[src/rtl/lut_pkg.sv]
package lut_pkg;
  typedef enum logic {
    MODE_REBUILD = 1'b0,
    MODE_RUN     = 1'b1
  } lut_mode_e;
endpackage

[src/rtl/lut_mode_ctrl.sv]
module lut_mode_ctrl
  import lut_pkg::*;
(
  input  logic clk,
  input  logic rst_n,
  input  logic run_go,
  output logic ready
);
  lut_mode_e mode_q, mode_d;
  logic      mode_en;

  always_comb begin
    mode_en = (mode_q == MODE_REBUILD) && run_go;
    mode_d  = MODE_RUN;
  end

  always_ff @(posedge clk or negedge rst_n) begin
    if (!rst_n)       mode_q <= MODE_REBUILD;
    else if (mode_en) mode_q <= mode_d;
  end

  assign ready = (mode_q == MODE_RUN);


  ready_hold_chk: assert property (@(posedge clk) disable iff (!rst_n)
    ready |=> ready);
endmodule

[src/rtl/lut_rep_table.sv]
module lut_rep_table #(
  parameter int VBLK_W = 3,
  parameter int PBLK_W = 4
) (
  input  logic              clk,
  input  logic              rst_n,
  input  logic              link_en,
  input  logic [VBLK_W-1:0] link_vblk,
  input  logic [PBLK_W-1:0] link_pblk,
  input  logic              fold_en,
  input  logic [VBLK_W-1:0] fold_vblk,
  input  logic [VBLK_W-1:0] rd_vblk,
  output logic              rd_vld,
  output logic [PBLK_W-1:0] rd_pblk
);
  localparam int NV = 1 << VBLK_W;

  logic [NV-1:0]     vld_vec;
  logic [PBLK_W-1:0] pblk_arr [NV];

  for (genvar g = 0; g < NV; g++) begin : g_ent
    logic              hit_link, hit_fold, ent_en;
    logic              vld_q, vld_d;
    logic [PBLK_W-1:0] pblk_q, pblk_d;

    always_comb begin
      hit_link = link_en && (link_vblk == VBLK_W'(g));
      hit_fold = fold_en && (fold_vblk == VBLK_W'(g));
      ent_en   = hit_link || hit_fold;
      if (hit_fold) begin
        vld_d  = 1'b0;
        pblk_d = '0;
      end else begin
        vld_d  = 1'b1;
        pblk_d = link_pblk;
      end
    end

    always_ff @(posedge clk or negedge rst_n) begin
      if (!rst_n) begin
        vld_q  <= 1'b0;
        pblk_q <= '0;
      end else if (ent_en) begin
        vld_q  <= vld_d;
        pblk_q <= pblk_d;
      end
    end

    assign vld_vec[g]  = vld_q;
    assign pblk_arr[g] = pblk_q;
  end

  assign rd_vld  = vld_vec[rd_vblk];
  assign rd_pblk = vld_vec[rd_vblk] ? pblk_arr[rd_vblk] : '0;


  fold_clears_chk: assert property (@(posedge clk) disable iff (!rst_n)
    fold_en |=> !vld_vec[$past(fold_vblk)]);


  link_store_chk: assert property (@(posedge clk) disable iff (!rst_n)
    (link_en && !(fold_en && fold_vblk == link_vblk)) |=>
      (vld_vec[$past(link_vblk)] && pblk_arr[$past(link_vblk)] == $past(link_pblk)));
endmodule

[src/rtl/lut_page_bitmap.sv]
module lut_page_bitmap #(
  parameter int VBLK_W = 3,
  parameter int PAGE_W = 2
) (
  input  logic                     clk,
  input  logic                     rst_n,
  input  logic                     mark_en,
  input  logic [VBLK_W+PAGE_W-1:0] mark_sector,
  input  logic                     mark_val,
  input  logic                     fold_en,
  input  logic [VBLK_W-1:0]        fold_vblk,
  input  logic [(1<<PAGE_W)-1:0]   fold_keep,
  input  logic [VBLK_W+PAGE_W-1:0] rd_sector,
  output logic                     rd_bit
);
  localparam int NV = 1 << VBLK_W;
  localparam int NP = 1 << PAGE_W;

  logic [NV*NP-1:0] bm_flat;

  for (genvar g = 0; g < NV; g++) begin : g_row
    logic          hit_mark, hit_fold, row_en;
    logic [NP-1:0] row_q, row_d;

    always_comb begin
      hit_mark = mark_en && (mark_sector[VBLK_W+PAGE_W-1:PAGE_W] == VBLK_W'(g));
      hit_fold = fold_en && (fold_vblk == VBLK_W'(g));
      row_en   = hit_mark || hit_fold;
      row_d    = row_q;
      if (hit_fold) row_d = fold_keep;
      else          row_d[mark_sector[PAGE_W-1:0]] = mark_val;
    end

    always_ff @(posedge clk or negedge rst_n) begin
      if (!rst_n)      row_q <= '0;
      else if (row_en) row_q <= row_d;
    end

    assign bm_flat[g*NP +: NP] = row_q;
  end

  assign rd_bit = bm_flat[rd_sector];


  mark_sets_chk: assert property (@(posedge clk) disable iff (!rst_n)
    (mark_en && mark_val && !(fold_en && fold_vblk == mark_sector[VBLK_W+PAGE_W-1:PAGE_W]))
      |=> bm_flat[$past(mark_sector)]);


  fold_keep_chk: assert property (@(posedge clk) disable iff (!rst_n)
    fold_en |=> (bm_flat[$past(fold_vblk)*NP +: NP] == $past(fold_keep)));
endmodule

[src/rtl/repl_status_lut.sv]
module repl_status_lut #(
  parameter int VBLK_W = 3,
  parameter int PAGE_W = 2,
  parameter int PBLK_W = 4
) (
  input  logic                     clk,
  input  logic                     rst_n,
  input  logic                     run_go,
  output logic                     lut_ready,
  input  logic [VBLK_W+PAGE_W-1:0] q_sector,
  input  logic                     q_is_read,
  output logic                     q_has_rep,
  output logic [PBLK_W-1:0]        q_rep_blk,
  output logic                     q_written,
  output logic                     q_route_rep,
  output logic                     q_rd_illegal,
  input  logic                     link_we,
  input  logic [VBLK_W-1:0]        link_vblk,
  input  logic [PBLK_W-1:0]        link_pblk,
  input  logic                     mark_we,
  input  logic [VBLK_W+PAGE_W-1:0] mark_sector,
  input  logic                     mark_val,
  input  logic                     fold_we,
  input  logic [VBLK_W-1:0]        fold_vblk,
  input  logic [(1<<PAGE_W)-1:0]   fold_keep
);
  localparam int SEC_W = VBLK_W + PAGE_W;

  logic ready;
  logic fold_en;
  logic mark_bit;
  logic wr_bit;

  lut_mode_ctrl u_mode (
    .clk   (clk),
    .rst_n (rst_n),
    .run_go(run_go),
    .ready (ready)
  );

  assign fold_en  = fold_we && ready;
  assign mark_bit = ready ? 1'b1 : mark_val;

  lut_rep_table #(.VBLK_W(VBLK_W), .PBLK_W(PBLK_W)) u_rep (
    .clk      (clk),
    .rst_n    (rst_n),
    .link_en  (link_we),
    .link_vblk(link_vblk),
    .link_pblk(link_pblk),
    .fold_en  (fold_en),
    .fold_vblk(fold_vblk),
    .rd_vblk  (q_sector[SEC_W-1:PAGE_W]),
    .rd_vld   (q_has_rep),
    .rd_pblk  (q_rep_blk)
  );

  lut_page_bitmap #(.VBLK_W(VBLK_W), .PAGE_W(PAGE_W)) u_bm (
    .clk        (clk),
    .rst_n      (rst_n),
    .mark_en    (mark_we),
    .mark_sector(mark_sector),
    .mark_val   (mark_bit),
    .fold_en    (fold_en),
    .fold_vblk  (fold_vblk),
    .fold_keep  (fold_keep),
    .rd_sector  (q_sector),
    .rd_bit     (wr_bit)
  );

  assign lut_ready    = ready;
  assign q_written    = wr_bit;
  assign q_route_rep  = wr_bit;
  assign q_rd_illegal = q_is_read && !wr_bit;


  rebuild_fold_ignored_chk: assert property (@(posedge clk) disable iff (!rst_n)
    (!ready && !link_we && fold_we && q_has_rep && !run_go && $stable(q_sector))
      |=> q_has_rep);
endmodule

[config.mk]
export PLATFORM = sky130hd
export DESIGN_NAME = repl_status_lut
export DESIGN_NICKNAME = d
export VERILOG_FILES = /design/src/rtl/lut_pkg.sv /design/src/rtl/lut_mode_ctrl.sv /design/src/rtl/lut_rep_table.sv /design/src/rtl/lut_page_bitmap.sv /design/src/rtl/repl_status_lut.sv
export SDC_FILE = /design/constraint.sdc
export NUM_CORES = 1
export LEC_CHECK = 0
export BUFFER_PORTS_ARGS = -buffer_cell sky130_fd_sc_hd__buf_2
export CORE_MARGIN = 10
export CORE_UTILIZATION = 40
export CTS_BUF_LIST = sky130_fd_sc_hd__clkbuf_4 sky130_fd_sc_hd__clkbuf_8 sky130_fd_sc_hd__clkbuf_16
export CTS_CLUSTER_DIAMETER = 60
export DETAILED_ROUTE_END_ITERATION = 10
export GPL_TIMING_DRIVEN = 1
export HOLD_SLACK_MARGIN = 0.02
export PLACE_DENSITY = 0.6
export SYNTH_ARGS = -nofsm -noshare
export SYNTH_HDL_FRONTEND = slang
export SYNTH_HIERARCHICAL = 1
export SYNTH_SLANG_ARGS = --single-unit
[constraint.sdc]
create_clock -name clk -period 5.4 [get_ports clk]
set_clock_uncertainty 0.15 [all_clocks]
set_input_delay 1.08 -clock clk [delete_from_list [all_inputs] [get_ports clk]]
set_output_delay 1.08 -clock clk [all_outputs]
set_load 0.05 [all_outputs]
# Word-level counts from Yosys, hierarchy flattened
# Cells that the tools add are included.
# op_classes
n_lt_le_gt_ge,5
bitwise,2
reduce_logical,48
mux,43
eq_ne,21
# op_table
op,count
4-bit 2-to-1 mux,19
"3-bit equality test, second input constant",12
4-bit bitwise mux,8
1-bit logical AND,28
"3-bit by 2-bit equality test with 1-bit output, second input constant",6
1-bit logical OR,16
4-bit binary-select mux with 3-bit select,1
1-bit 2-to-1 mux,12
"3-bit by 1-bit equality test with 1-bit output, second input constant",3
3-bit logical NOT,3
"5-bit by 6-bit less-than comparator with 1-bit output, second input constant",1
1-bit binary-select mux with 5-bit select,1
"4-bit >= comparator, second input constant",1
"3-bit by 4-bit less-than comparator with 1-bit output, second input constant",1
3-bit NOT with 4-bit output,1
1-bit binary-select mux with 3-bit select,1
"2-bit by 3-bit less-than comparator with 1-bit output, second input constant",1
1-bit demux with 2-bit select,1
"2-bit by 1-bit >= comparator with 1-bit output, second input constant",1
1-bit logical NOT,1
1-bit NOT,1
# word_totals
regBits,73
elab_cells,144
out_inout_bits,9

# Depth between registers and ports, before layout
# logic_depth
word_depth,6
mapped_depth,8
ltp_nobuf,6

# By module
# Netlist, hierarchy kept.
# by_module_without_submodules
mod,instances,seq_area_each_um2,cells_per_inst,area_per_inst_um2
lut_page_bitmap,1,800.8,239,2145.8
lut_rep_table,1,1001.0,175,2058.2
lut_mode_ctrl,1,25.0,2,31.3
repl_status_lut,1,0.0,4,27.5

# Worst setup path before layout
# Ideal clock, no wire load.
# synth_timing
path_type,input-to-output
from,in q_sector[1]
to,out q_rd_illegal
n_path_buf,2
arrival_ps,3009
path_stages,8
slack_ps,1161
cell_sequence,buf_6 > buf_6 > mux2i_1 > a22oi_1 > nand3_1 > nand2_1 > a311o_1 > nor2b_1
# synth_between
elab_chain_cells,4
# synth_lines
item,line,source
"start, declared",repl_status_lut.sv:10,"input logic [VBLK_W+PAGE_W-1:0] q_sector,"
1-bit binary-select mux with 5-bit select,lut_page_bitmap.sv:42,assign rd_bit = bm_flat[rd_sector];
1-bit 2-to-1 mux (implied by the code),lut_page_bitmap.sv:42,
net q_route_rep,repl_status_lut.sv:15,"output logic q_route_rep,"
1-bit logical NOT,repl_status_lut.sv:73,assign q_rd_illegal = q_is_read && !wr_bit;
1-bit logical AND,repl_status_lut.sv:73,
"end, declared",repl_status_lut.sv:16,"output logic q_rd_illegal,"
# The timed path passes the listed nets, and every way through them passes these cells. The select of a mux whose other input is x is not followed.

# Worst setup path in the final report
# layout_timing
from,in q_sector[1]
to,out q_rd_illegal
# layout_between
elab_chain_cells,4
# layout_lines
item,line
1-bit binary-select mux with 5-bit select,lut_page_bitmap.sv:42
1-bit 2-to-1 mux (implied by the code),lut_page_bitmap.sv:42
1-bit logical NOT,repl_status_lut.sv:73
1-bit logical AND,repl_status_lut.sv:73
# No other way between the ends. The select of a mux whose other input is x is not followed.

==> results list <==
- Clock tree from TritonCTS: yes
- Compound-Gate Fraction of Synth Area: 5.69%
- The worst setup path is of the input port to primary output kind.
* Largest net degree at the start of global routing: 74
- Counting every instance in the synthesized netlist gives 420.
- Diode insertion count for antenna repair: 0
- Total number of yosys warnings: 6
- Clk sinks: 73
- Post-CTS repair changed the size of 0 cells.
* Peak Freq: 251 MHz
* Synth Area in Simple Gates: 21.2%
- Wires add up to 10600 um.
- Setup violations remaining at the end of the flow were counted as 0.
* Insertion delay to the later sink of the worst-skew pair: approximately 0.33 ns
- H-tree lvl count: 3
- Sum of negative setup slack: 0 ns
- The first global-routing pass estimated 17800 um of wire.
- Dividing the detail-routed wire length by the instance count gives 18.2 um.
- Internal power comes to about 1.1 mW.
- Largest fanout on the critical path: 16
- Static Leakage: 2.20 nW
* Series of cell instances along the critical path: buf_2, mux2i_1, a22oi_1, nand4b_1, a21oi_1, a311o_1, nor2b_1, buf_2
* Overall die area: 15200 um^2
- The number of max-slew violations in the final report was 0.
- Clock tree root driver cell: sky130_fd_sc_hd__clkbuf_8
- Proportion of total power due to net switching: 29.8%
* Most used cell, CP: sky130_fd_sc_hd__buf_2
- Multiplexer cells account for between 20% and 30% of the synthesized area.
- Detailed-route DRC error count: 0
* Slowest library cell on the worst path: sky130_fd_sc_hd__buf_2
- In this run the remaining antenna-violating nets after routing total 0.
* Total Nets Final: approximately 480
* WP data arrival: between 2 and 3 ns
- By area, the combinational part of the netlist is dominated by multiplexers.
- STA puts the critical path data required time at 4.17 ns.
- In this run the post-CTS setup repair buffer count came out at 0.
* Fin Hold WS: roughly 0.35 ns
- Average via count per standard cell: approximately 5.4
* Maximum clock insertion buffer count: 2
- TritonCTS created 9 clock buffers.
- Parity-gate share of the synthesized area counting xor and xnor cells: 0%
- Min Clock Period, post-route: roughly 4 ns
- Detailed-routing iteration count for the pre-antenna-repair pass: 4
- Starting density of the core: 41.1%
- Final Hold Fails: 0
- Cell taking the most area after synthesis: sky130_fd_sc_hd__dfrtp_1
- Final core utilization: 45.6%
- At the end of routability-driven placement, the weighted congestion stood at 0.828.
* DP Area: 4490 um^2
- The worst hold path belongs to the class register to register.
- Biggest area contributors in the synthesized netlist: sky130_fd_sc_hd__dfrtp_1, sky130_fd_sc_hd__mux2i_1, sky130_fd_sc_hd__nor2_1
- Height of the die: 123 um
* Number of global-route vias before repair: 3385
- Synthesis produced a netlist with a net count of approximately 450.
- At the pin with the least slew margin, the transition time is 1.14 ns.
- Gr ovfl total: 0
- Delay contributed by the slowest stage of the critical path: approximately 0.4 ns
- Total of hold buffers inserted after clock tree synthesis: 0
- Per report_power, the combinational group accounts for between 20% and 30% of the total.
- Layout Area Growth over Synthesis: 11.0%
- Dividing the synthesized area by the synthesized cell count gives between 10 and 15 um^2.
- The worst pin sits at a relative slew slack of between 20% and 30%.
* Row Count: 37
* Width of the chip: 123 um
- The clock network burns 32.9% of the power.
- Portion of the post-synthesis area used by sequential elements: approximately 43%
- The number of antenna violations at the first check in global routing was 0.
- Startpoint type of the worst setup path: input port
- Post-synthesis instance area: 4260 um^2
- The worst setup path is captured at a primary output.
- Half-perimeter wire length of the detailed placement result: 7670 um
- After the first detailed-routing iteration, the DRC count stood at 228.
- Max-cap violations in this run came to 0.
* Share of total power in sequential cells: 45.7%
- Layout Cell Area excl Fill: 4730 um^2
- The run finished with clean final reports.
* IO Port Bufs: 40
* Clock transition at the registers of the reported paths: 0.07 ns
- IR analysis of the VDD net gives a maximum drop of 0.140 mV.
* Adder-cell share of the synthesized area: 0%
- Power spent charging and discharging nets: 0.465 mW
* Share of the clock period used by the worst path after layout: 73.8%
- about 40 I/O pins were placed.
* Core footprint: 10400 um^2
- Unique cell type count in the Yosys netlist: 36
- Global routing used around 15% of the available tracks across all layers.
* Areal power density over the cells: 330 nW/um^2
- Unrepaired setup endpoints after global routing: false
- Fraction of post-synthesis cell area in the top cell type by area: 42.9%
- For this block, the via count after detailed routing is 3165.
- Share of layout cells above drive strength 1: ~17%
- In this run, synthesis produced a sequential element count of 73.
==> synth_stat cells <==
library cell / count
sky130_fd_sc_hd__nand3_1: 6
sky130_fd_sc_hd__nand4b_1: 8
sky130_fd_sc_hd__nor3b_2: 3
sky130_fd_sc_hd__mux2i_1: 84
sky130_fd_sc_hd__nor2b_1: 5
sky130_fd_sc_hd__mux4_1: 8
sky130_fd_sc_hd__a21oi_1: 23
sky130_fd_sc_hd__o21ai_1: 6
sky130_fd_sc_hd__buf_2: 12
sky130_fd_sc_hd__and2_2: 1
sky130_fd_sc_hd__buf_1: 4
sky130_fd_sc_hd__dfrtp_1: 73
sky130_fd_sc_hd__nor3b_4: 1
sky130_fd_sc_hd__a22oi_1: 4
sky130_fd_sc_hd__nand4_1: 2
sky130_fd_sc_hd__inv_1: 5
sky130_fd_sc_hd__and2_1: 1
sky130_fd_sc_hd__nor3_1: 4
sky130_fd_sc_hd__nand2b_2: 1
sky130_fd_sc_hd__or2_1: 2
sky130_fd_sc_hd__a311o_1: 1
sky130_fd_sc_hd__nor4b_4: 1
sky130_fd_sc_hd__nand4b_2: 2
sky130_fd_sc_hd__buf_4: 2
sky130_fd_sc_hd__mux4_2: 2
sky130_fd_sc_hd__a211oi_1: 1
sky130_fd_sc_hd__nand4_2: 1
sky130_fd_sc_hd__clkbuf_1: 8
sky130_fd_sc_hd__nand2b_1: 7
sky130_fd_sc_hd__nor3_2: 6
sky130_fd_sc_hd__buf_6: 3
sky130_fd_sc_hd__nor4bb_1: 3
sky130_fd_sc_hd__mux2i_4: 1
sky130_fd_sc_hd__nor2_1: 80
sky130_fd_sc_hd__nand2_1: 39
sky130_fd_sc_hd__o21ai_0: 10
==> power by group through the flow <==
stage / clock (mW) / sequential, mW / combinational [mW]
2_1_floorplan: 0 / 0.697 / 0.257
3_3_place_gp: 0 / 0.723 / 0.325
3_5_place_dp: 0 / 0.723 / 0.336
4_1_cts: 0.530 / 0.714 / 0.337
5_1_grt: 0.559 / 0.725 / 0.374
6_report: 0.514 / 0.714 / 0.334
==> layer usage <==
layer  global-route usage [%]  wire (um)  up-vias
met1                     18.3       4630     1546
met2                     24.7       5230       86
met5                        0          0        -
li1                         -          -     1517
met4                     4.37        158        0
met3                     3.97        608       16
==> state kept, by name, summed over array words and instances (netlist names) <==
signal,flops
u_mode/ready,1
u_bm/g_row.row_q,32
u_rep/g_ent.pblk_q,32
u_rep/g_ent.vld_q,8
==> layout by cell type (no fill, tap or decap), drive strengths merged <==
cell,synthesis,routed
a211oi,1,1
a21oi,23,23
a22oi,4,4
a311o,1,1
and2,2,2
buf,21,42
bufinv,0,3
clkbuf,8,10
clkinvlp,0,2
dfrtp,73,73
inv,5,5
mux2i,85,85
mux4,10,10
nand2,39,39
nand2b,8,8
nand3,6,6
nand4,3,3
nand4b,10,10
nor2,80,80
nor2b,5,5
nor3,10,10
nor3b,4,4
nor4b,1,1
nor4bb,3,3
o21ai,16,16
or2,2,2
==> critical path: cells and delay by family <==
kind            cells  cell delay, ns
buf+inv             2            0.67
compound gates      3            0.52
mux                 1            0.26
simple gates        2            0.22
==> final timing paths <==
kind / end / from / cells past startpoint / slack (ns)
worst max-delay path: q_rd_illegal / q_sector[1] / 8 / 1.42
worst max register to register: u_bm/g_row[0].row_q[3] / u_mode/ready / 4 / 3.50
min in group asynchronous: u_bm/g_row[3].row_q[2] / rst_n / 2 / 0.81
worst min register to register: u_mode/ready / u_mode/ready / 1 / 0.35
max in group asynchronous: u_rep/g_ent[6].pblk_q[3] / rst_n / 2 / 3.68
worst min-delay path: u_mode/ready / u_mode/ready / 1 / 0.35
==> stage by stage <==
| stage | power, mW | worst slack [ns] | std cells |
|---|---|---|---|
| CTS | 1.58 | 1.42 | 584 |
| global route | 1.66 | 1.26 | 584 |
| detailed placement | 1.06 | 1.42 | 569 |
| floorplan | 0.954 | 1.16 | 420 |
| finish | 1.56 | 1.42 | 584 |
| global placement | 1.05 | 1.46 | 569 |
==> cells by family after synthesis <==
logic type | count (synthesis)
muxes | 95
DFF | 73
and+or+nand+nor | 173
buffers and inverters | 34
AOI/OAI and AO/OA | 45
==> final cells by class <==
| class | count | area, um^2 |
|---|---|---|
| fill | 1019 | 5640 |
| inverter | 5 | 18.8 |
| timing repair buffer | 42 | 215 |
| tap | 136 | 170 |
| sequential | 73 | 1830 |
| clock buffer | 10 | 131 |
| multi-input combinational | 313 | 2260 |
| clock inverter | 5 | 105 |
(Power assumes the default switching activity.)
